## config.mk

```make
export PLATFORM = sky130hd
export DESIGN_NAME = parity_mul
export DESIGN_NICKNAME = d
export VERILOG_FILES = /design/src/rtl/parity_mul_pkg.sv /design/src/rtl/parity_spread.sv /design/src/rtl/parity_mask.sv /design/src/rtl/parity_umul.sv /design/src/rtl/parity_mul.sv
export SDC_FILE = /design/constraint.sdc
export NUM_CORES = 1
export LEC_CHECK = 0
export BUFFER_PORTS_ARGS = -buffer_cell sky130_fd_sc_hd__buf_2
export CAP_MARGIN = 5
export CORE_UTILIZATION = 37
export DETAILED_ROUTE_END_ITERATION = 10
export PLACE_DENSITY = 0.79
export RECOVER_POWER = 50
export SLEW_MARGIN = 20
export SYNTH_ARGS = -nofsm -noshare
export SYNTH_HDL_FRONTEND = slang
export SYNTH_SLANG_ARGS = --single-unit
export TNS_END_PERCENT = 1
```

## constraint.sdc

```tcl
create_clock -name vclk -period 2.15
set_input_delay 0.215 -clock vclk [all_inputs]
set_output_delay 0.215 -clock vclk [all_outputs]
set_load 0.01 [all_outputs]
```

## src/rtl/parity_mul_pkg.sv

```systemverilog
package parity_mul_pkg;
  function automatic int pad_w(input int n);
    return $clog2(n);
  endfunction

  function automatic int stride(input int n);
    return pad_w(n) + 1;
  endfunction

  // operand width: data bits plus padding between neighbours
  function automatic int op_w(input int n);
    return (n - 1) * stride(n) + 1;
  endfunction

  function automatic int tap(input int n);
    return (n - 1) * stride(n);
  endfunction
endpackage

```

## src/rtl/parity_spread.sv

```systemverilog
module parity_spread #(
  parameter int N = 8,
  localparam int S = parity_mul_pkg::stride(N),
  localparam int W = parity_mul_pkg::op_w(N)
) (
  input  logic [N-1:0] data_i,
  output logic [W-1:0] spread_o
);
  always_comb begin
    spread_o = '0;
    for (int k = 0; k < N; k++) spread_o[k*S] = data_i[k];
  end
endmodule

```

## src/rtl/parity_mask.sv

```systemverilog
module parity_mask #(
  parameter int N = 8,
  localparam int S = parity_mul_pkg::stride(N),
  localparam int W = parity_mul_pkg::op_w(N)
) (
  output logic [W-1:0] mask_o
);
  always_comb begin
    mask_o = '0;
    for (int k = 0; k < N; k++) mask_o[k*S] = 1'b1;
  end
endmodule

```

## src/rtl/parity_umul.sv

```systemverilog
module parity_umul #(
  parameter int W            = 8,
  parameter bit USE_OPERATOR = 1'b0,
  localparam int PW = 2 * W
) (
  input  logic [W-1:0]  a_i,
  input  logic [W-1:0]  b_i,
  output logic [PW-1:0] p_o
);
  logic [PW-1:0] b_ext;
  assign b_ext = {{W{1'b0}}, b_i};

  if (USE_OPERATOR) begin : g_op
    assign p_o = {{W{1'b0}}, a_i} * b_ext;
  end else begin : g_arr
    for (genvar k = 0; k < W; k++) begin : g_row
      logic [PW-1:0] pp;
      logic [PW-1:0] sum;
      assign pp = a_i[k] ? (b_ext << k) : '0;
      if (k == 0) begin : g_first
        assign sum = pp;
      end else begin : g_next
        assign sum = g_row[k-1].sum + pp;
      end
    end
    assign p_o = g_row[W-1].sum;
  end
endmodule

```

## src/rtl/parity_mul.sv

```systemverilog
module parity_mul #(
  parameter int N            = 8,
  parameter bit USE_OPERATOR = 1'b0,
  parameter bit DEBUG_EN     = 1'b1,
  localparam int W   = parity_mul_pkg::op_w(N),
  localparam int PW  = 2 * W,
  localparam int TAP = parity_mul_pkg::tap(N)
) (
  input  logic [N-1:0]  data_i,
  output logic          parity_o,
  output logic [PW-1:0] product_o
);
  logic [W-1:0]  spread;
  logic [W-1:0]  mask;
  logic [PW-1:0] product;

  parity_spread #(.N(N)) u_spread (.data_i(data_i), .spread_o(spread));
  parity_mask   #(.N(N)) u_mask   (.mask_o(mask));

  parity_umul #(.W(W), .USE_OPERATOR(USE_OPERATOR)) u_mul (
    .a_i(spread),
    .b_i(mask),
    .p_o(product)
  );

  // padding keeps lower-column carries out of the tap column
  assign parity_o = product[TAP];

  if (DEBUG_EN) begin : g_dbg
    assign product_o = product;
  end else begin : g_nodbg
    assign product_o = '0;
  end
endmodule

```

## Word level (Yosys, flattened, before mapping)

Index checks and enable logic that the tools add are counted.

- Register bits after elaboration: 0
- Output and inout bits: 59
- Logic and storage cells: 15
- Input bits: 8

- Add/subtract/negate cells: 7
- Muxes and demuxes: 8

Operator list:

| kind | number |
|---|---|
| $add 58x58->58 | 5 |
| $add 58x53->58 | 1 |
| $add 58x57->58 | 1 |
| $mux 57 | 1 |
| $mux 53 | 1 |
| $mux 49 | 1 |
| $mux 45 | 1 |
| $mux 41 | 1 |
| $mux 37 | 1 |
| $mux 33 | 1 |
| $mux 29 | 1 |

## Logic depth before layout (Yosys ltp)

- Depth in word-level cells: 8
- Mapped depth: 9

## Modules after synthesis

A second synthesis with hierarchy kept.

- Cell total of the unflattened synthesis: 3149
- Area, all modules: 27343.7 um^2

Modules (own cells, without submodules):

| module | times used | area each (um^2) | seq. area each (um^2) | cells each |
|---|---|---|---|---|
| parity_umul | 1 | 26889.5 | 0.0 | 3087 |
| parity_mask | 1 | 225.2 | 0.0 | 31 |
| parity_spread | 1 | 221.5 | 0.0 | 30 |
| parity_mul | 1 | 7.5 | 0.0 | 1 |

## Worst setup path before layout

Ideal clock, no wire load.

- Kind: input-to-output
- Start point: input port data_i[0]
- End point: output port product_o[30]
- Arrival: 2225 ps
- Setup slack: -290 ps
- Stages: 7
- Path through: fa_1 > nand2_1 > fa_1 > xnor2_1 > ha_1 > a21o_1 > ha_1

- Cells in the longest elaborated chain, start to end: 8

RTL lines:

| element | RTL line | RTL |
|---|---|---|
| start: declaration | parity_mul.sv:9 | `input logic [N-1:0] data_i,` |
| $mux 29 | parity_umul.sv:19 | `assign pp = a_i[k] ? (b_ext << k) : '0;` |
| $add 58x58->58 (5 in a row) | parity_umul.sv:23 | `assign sum = g_row[k-1].sum + pp;` |
| $add 58x53->58 | parity_umul.sv:23 |  |
| $add 58x57->58 | parity_umul.sv:23 |  |
| end: declaration | parity_mul.sv:11 | `output logic [PW-1:0] product_o` |

Every way passes these cells.

## Worst setup path after layout

- Start point: input port data_i[1]
- End point: output port product_o[30]

- Cells in the longest elaborated chain, start to end: 8

RTL lines:

| element | RTL line |
|---|---|
| $mux 33 | parity_umul.sv:19 |
| $add 58x58->58 (5 in a row) | parity_umul.sv:23 |
| $add 58x53->58 | parity_umul.sv:23 |
| $add 58x57->58 | parity_umul.sv:23 |

Every way passes these cells.

==> summary.md <==
| Metric | Value |
|---|---|
| Largest family of logic cells by synthesized area | `adder cells` |
| Part of the power in registers | `0%` |
| Vias after detailed routing | `700` |
| Core Util, Final | `58.4%` |
| Sw Pwr | `316 uW` |
| Post-Synth Adder-Cell Area | `59.5%` |
| Fin crit period | `2.55 ns` |
| Routed wire length | `1700 um` |
| Worst setup EP type | `primary output` |
| Part of the Yosys area used for sequential elements | `0%` |
| Pwr dens | `529 nW/um^2` |
| Synth area leader | `ha_1` |
| Row count | `16` |
| CLK BUF | `0` |
| First-iteration detailed-routing DRC count | `1` |
| Worst IR Drop VDD | `0.305 mV` |
| CORE AREA | `1960 um^2` |
| Diode count | `0` |
| Leakage | `0.000741 uW` |
| Post-Place Cells | `175` |
| Simple-gate portion of the synthesized area | `1.46%` |
| Complex-gate fraction of the synthesized area | `0.976%` |
| Top cells by area, synth | `ha_1 (31%), fa_1 (29%), buf_4 (20%)` |
| Mux contribution to synthesized area | `0%` |
| Xor and xnor area share after synthesis | `3.41%` |
| Starting Density | `39.2%` |
| Peak fanout along the critical path | `3` |
| Initial antenna violation count | `0` |
| Non-filler instance count after layout | `176` |
| Grt ovf | `0` |
| Max Clock Freq | `392 MHz` |
| Post-synthesis cell count | `86` |
| WL/cell | `9.64 um` |
| Largest net degree at the start of global routing | `6` |
| Vias/cell | `3.98` |
| RSZ-0062 raised after global routing | `true` |
| Synth cell count leaders | `inv_1 (28), buf_4 (21), ha_1 (19), fa_1 (11), xor2_1 (2)` |
| Vias in the first global route | `623` |
| Startpoint types | `input pin` |
| Final setup margin | `-0.401 ns` |
| Die height | `47.6 um` |
| Drt pass-1 iters | `2` |
| Internal power | `289 uW` |
| Combinational share of power | `100.0%` |
| WP data arrival | `2.34 ns` |
| Max cap viols | `0` |
| GP Congestion | `0.728` |
| Slew Limit Fails | `0` |
| Warnings from Yosys | `0` |
| Pre-CTS WS | `-0.468 ns` |
| Total Die Area | `2270 um^2` |
| Total track usage | `15.0%` |
| Req. time, crit path | `1.93 ns` |
| Most common cell in the netlist | `inv_1` |
| Failing checks | `negative setup slack` |
| Hold Path Class | `in -> out` |
| Setup violators final | `10` |
| Die X | `47.6 um` |
| Nets | `189` |
| Synthesized cell area | `769 um^2` |
| Switching share of total power | `52.2%` |
| Final ANT Viol Nets | `0` |
| Area growth, synth to finish | `48.8%` |
| Final hold vios | `0` |
| Post-Syn Area per Cell | `8.95 um^2` |
| First-pass GRT wire length | `2430 um` |
| Final period util | `119%` |
| Num sequential | `0` |
| Outcome | `finished, violations left` |
| Setup Crit Path Kind | `in -> out` |
| I/O pins | `67` |
| Detailed-route DRC error count | `0` |
| Synth cell types | `10` |
| Synth top area share | `30.9%` |
| Hpwl dp | `1650 um` |
| Reg area | `0 um^2` |
| Share of cells above drive strength 1 | `46.3%` |
| IO buf count | `49` |
| Clock network fraction of total power | `0%` |
## repair_timing
action / in CTS / in global routing
buffers inserted: 0 / 1
gates resized for setup: 11 / 1
pin swaps: 8 / 6
setup endpoints to repair: 10 / 10
hold buffers: 0 / 0
## through the flow
step | total power [uW] | instance area, um^2 | hold slack (ns) | setup TNS (ns)
6_report | 605 | 1140 | 0.696 | -2.20
5_1_grt | 693 | 1140 | 0.714 | -2.83
4_1_cts | 616 | 1140 | 0.708 | -2.45
3_5_place_dp | 570 | 1100 | 0.710 | -2.48
3_3_place_gp | 539 | 1100 | 0.708 | -1.86
2_1_floorplan | 373 | 848 | 0.510 | -0.514
## layout make-up
class | instances | area (um^2)
multi-input combinational | 54 | 591
tap | 27 | 33.8
inverter | 28 | 105
fill | 183 | 817
timing repair buffer | 67 | 415
## worst max-delay path, cell delays in order
cell	delay, ns
buf_8	0.10
fa_2	0.58
nand2_2	0.06
fa_1	0.49
xnor2_1	0.16
ha_2	0.18
a21o_1	0.19
ha_4	0.27
buf_6	0.09
## worst paths after layout
kind	startpoint	to	slack (ns)	cells past startpoint
max	data_i[1]	product_o[30]	-0.40	9
min	data_i[7]	product_o[56]	0.70	2
## routing by layer
metal  wire length, um  GRT usage (%)
met5                 0              0
met4                 0              0
met3               123              0
met2               955           35.3
met1               617           14.5
## cells in the final DEF, fill, tap and decap left out
cell and n:
ha_1 17, buf_6 5, buf_4 18, ha_2 1, buf_8 1, nand2_2 1
xnor2_1 1, conb_1 18, inv_2 2, ha_4 1, fa_1 10, clkbuf_1 5
a21o_1 1, and2_2 1, buf_2 38, fa_2 1, xor2_1 2, inv_1 26
## cells by family after synthesis
family                     after synthesis
and+or+nand+nor                          2
buffers and inverters                   49
adders and majority gates               30
other                                    1
AOI/OAI and AO/OA                        1
xor gates and xnor gates                 3
## power groups by stage
stage | Sequential [uW] | Clock (uW) | Combinational (uW)
global route | 0 | 0 | 693
detailed placement | 0 | 0 | 570
finish | 0 | 0 | 605
CTS | 0 | 0 | 616
floorplan | 0 | 0 | 373
global placement | 0 | 0 | 539
Note: power is estimated with default switching activity, not from simulation.
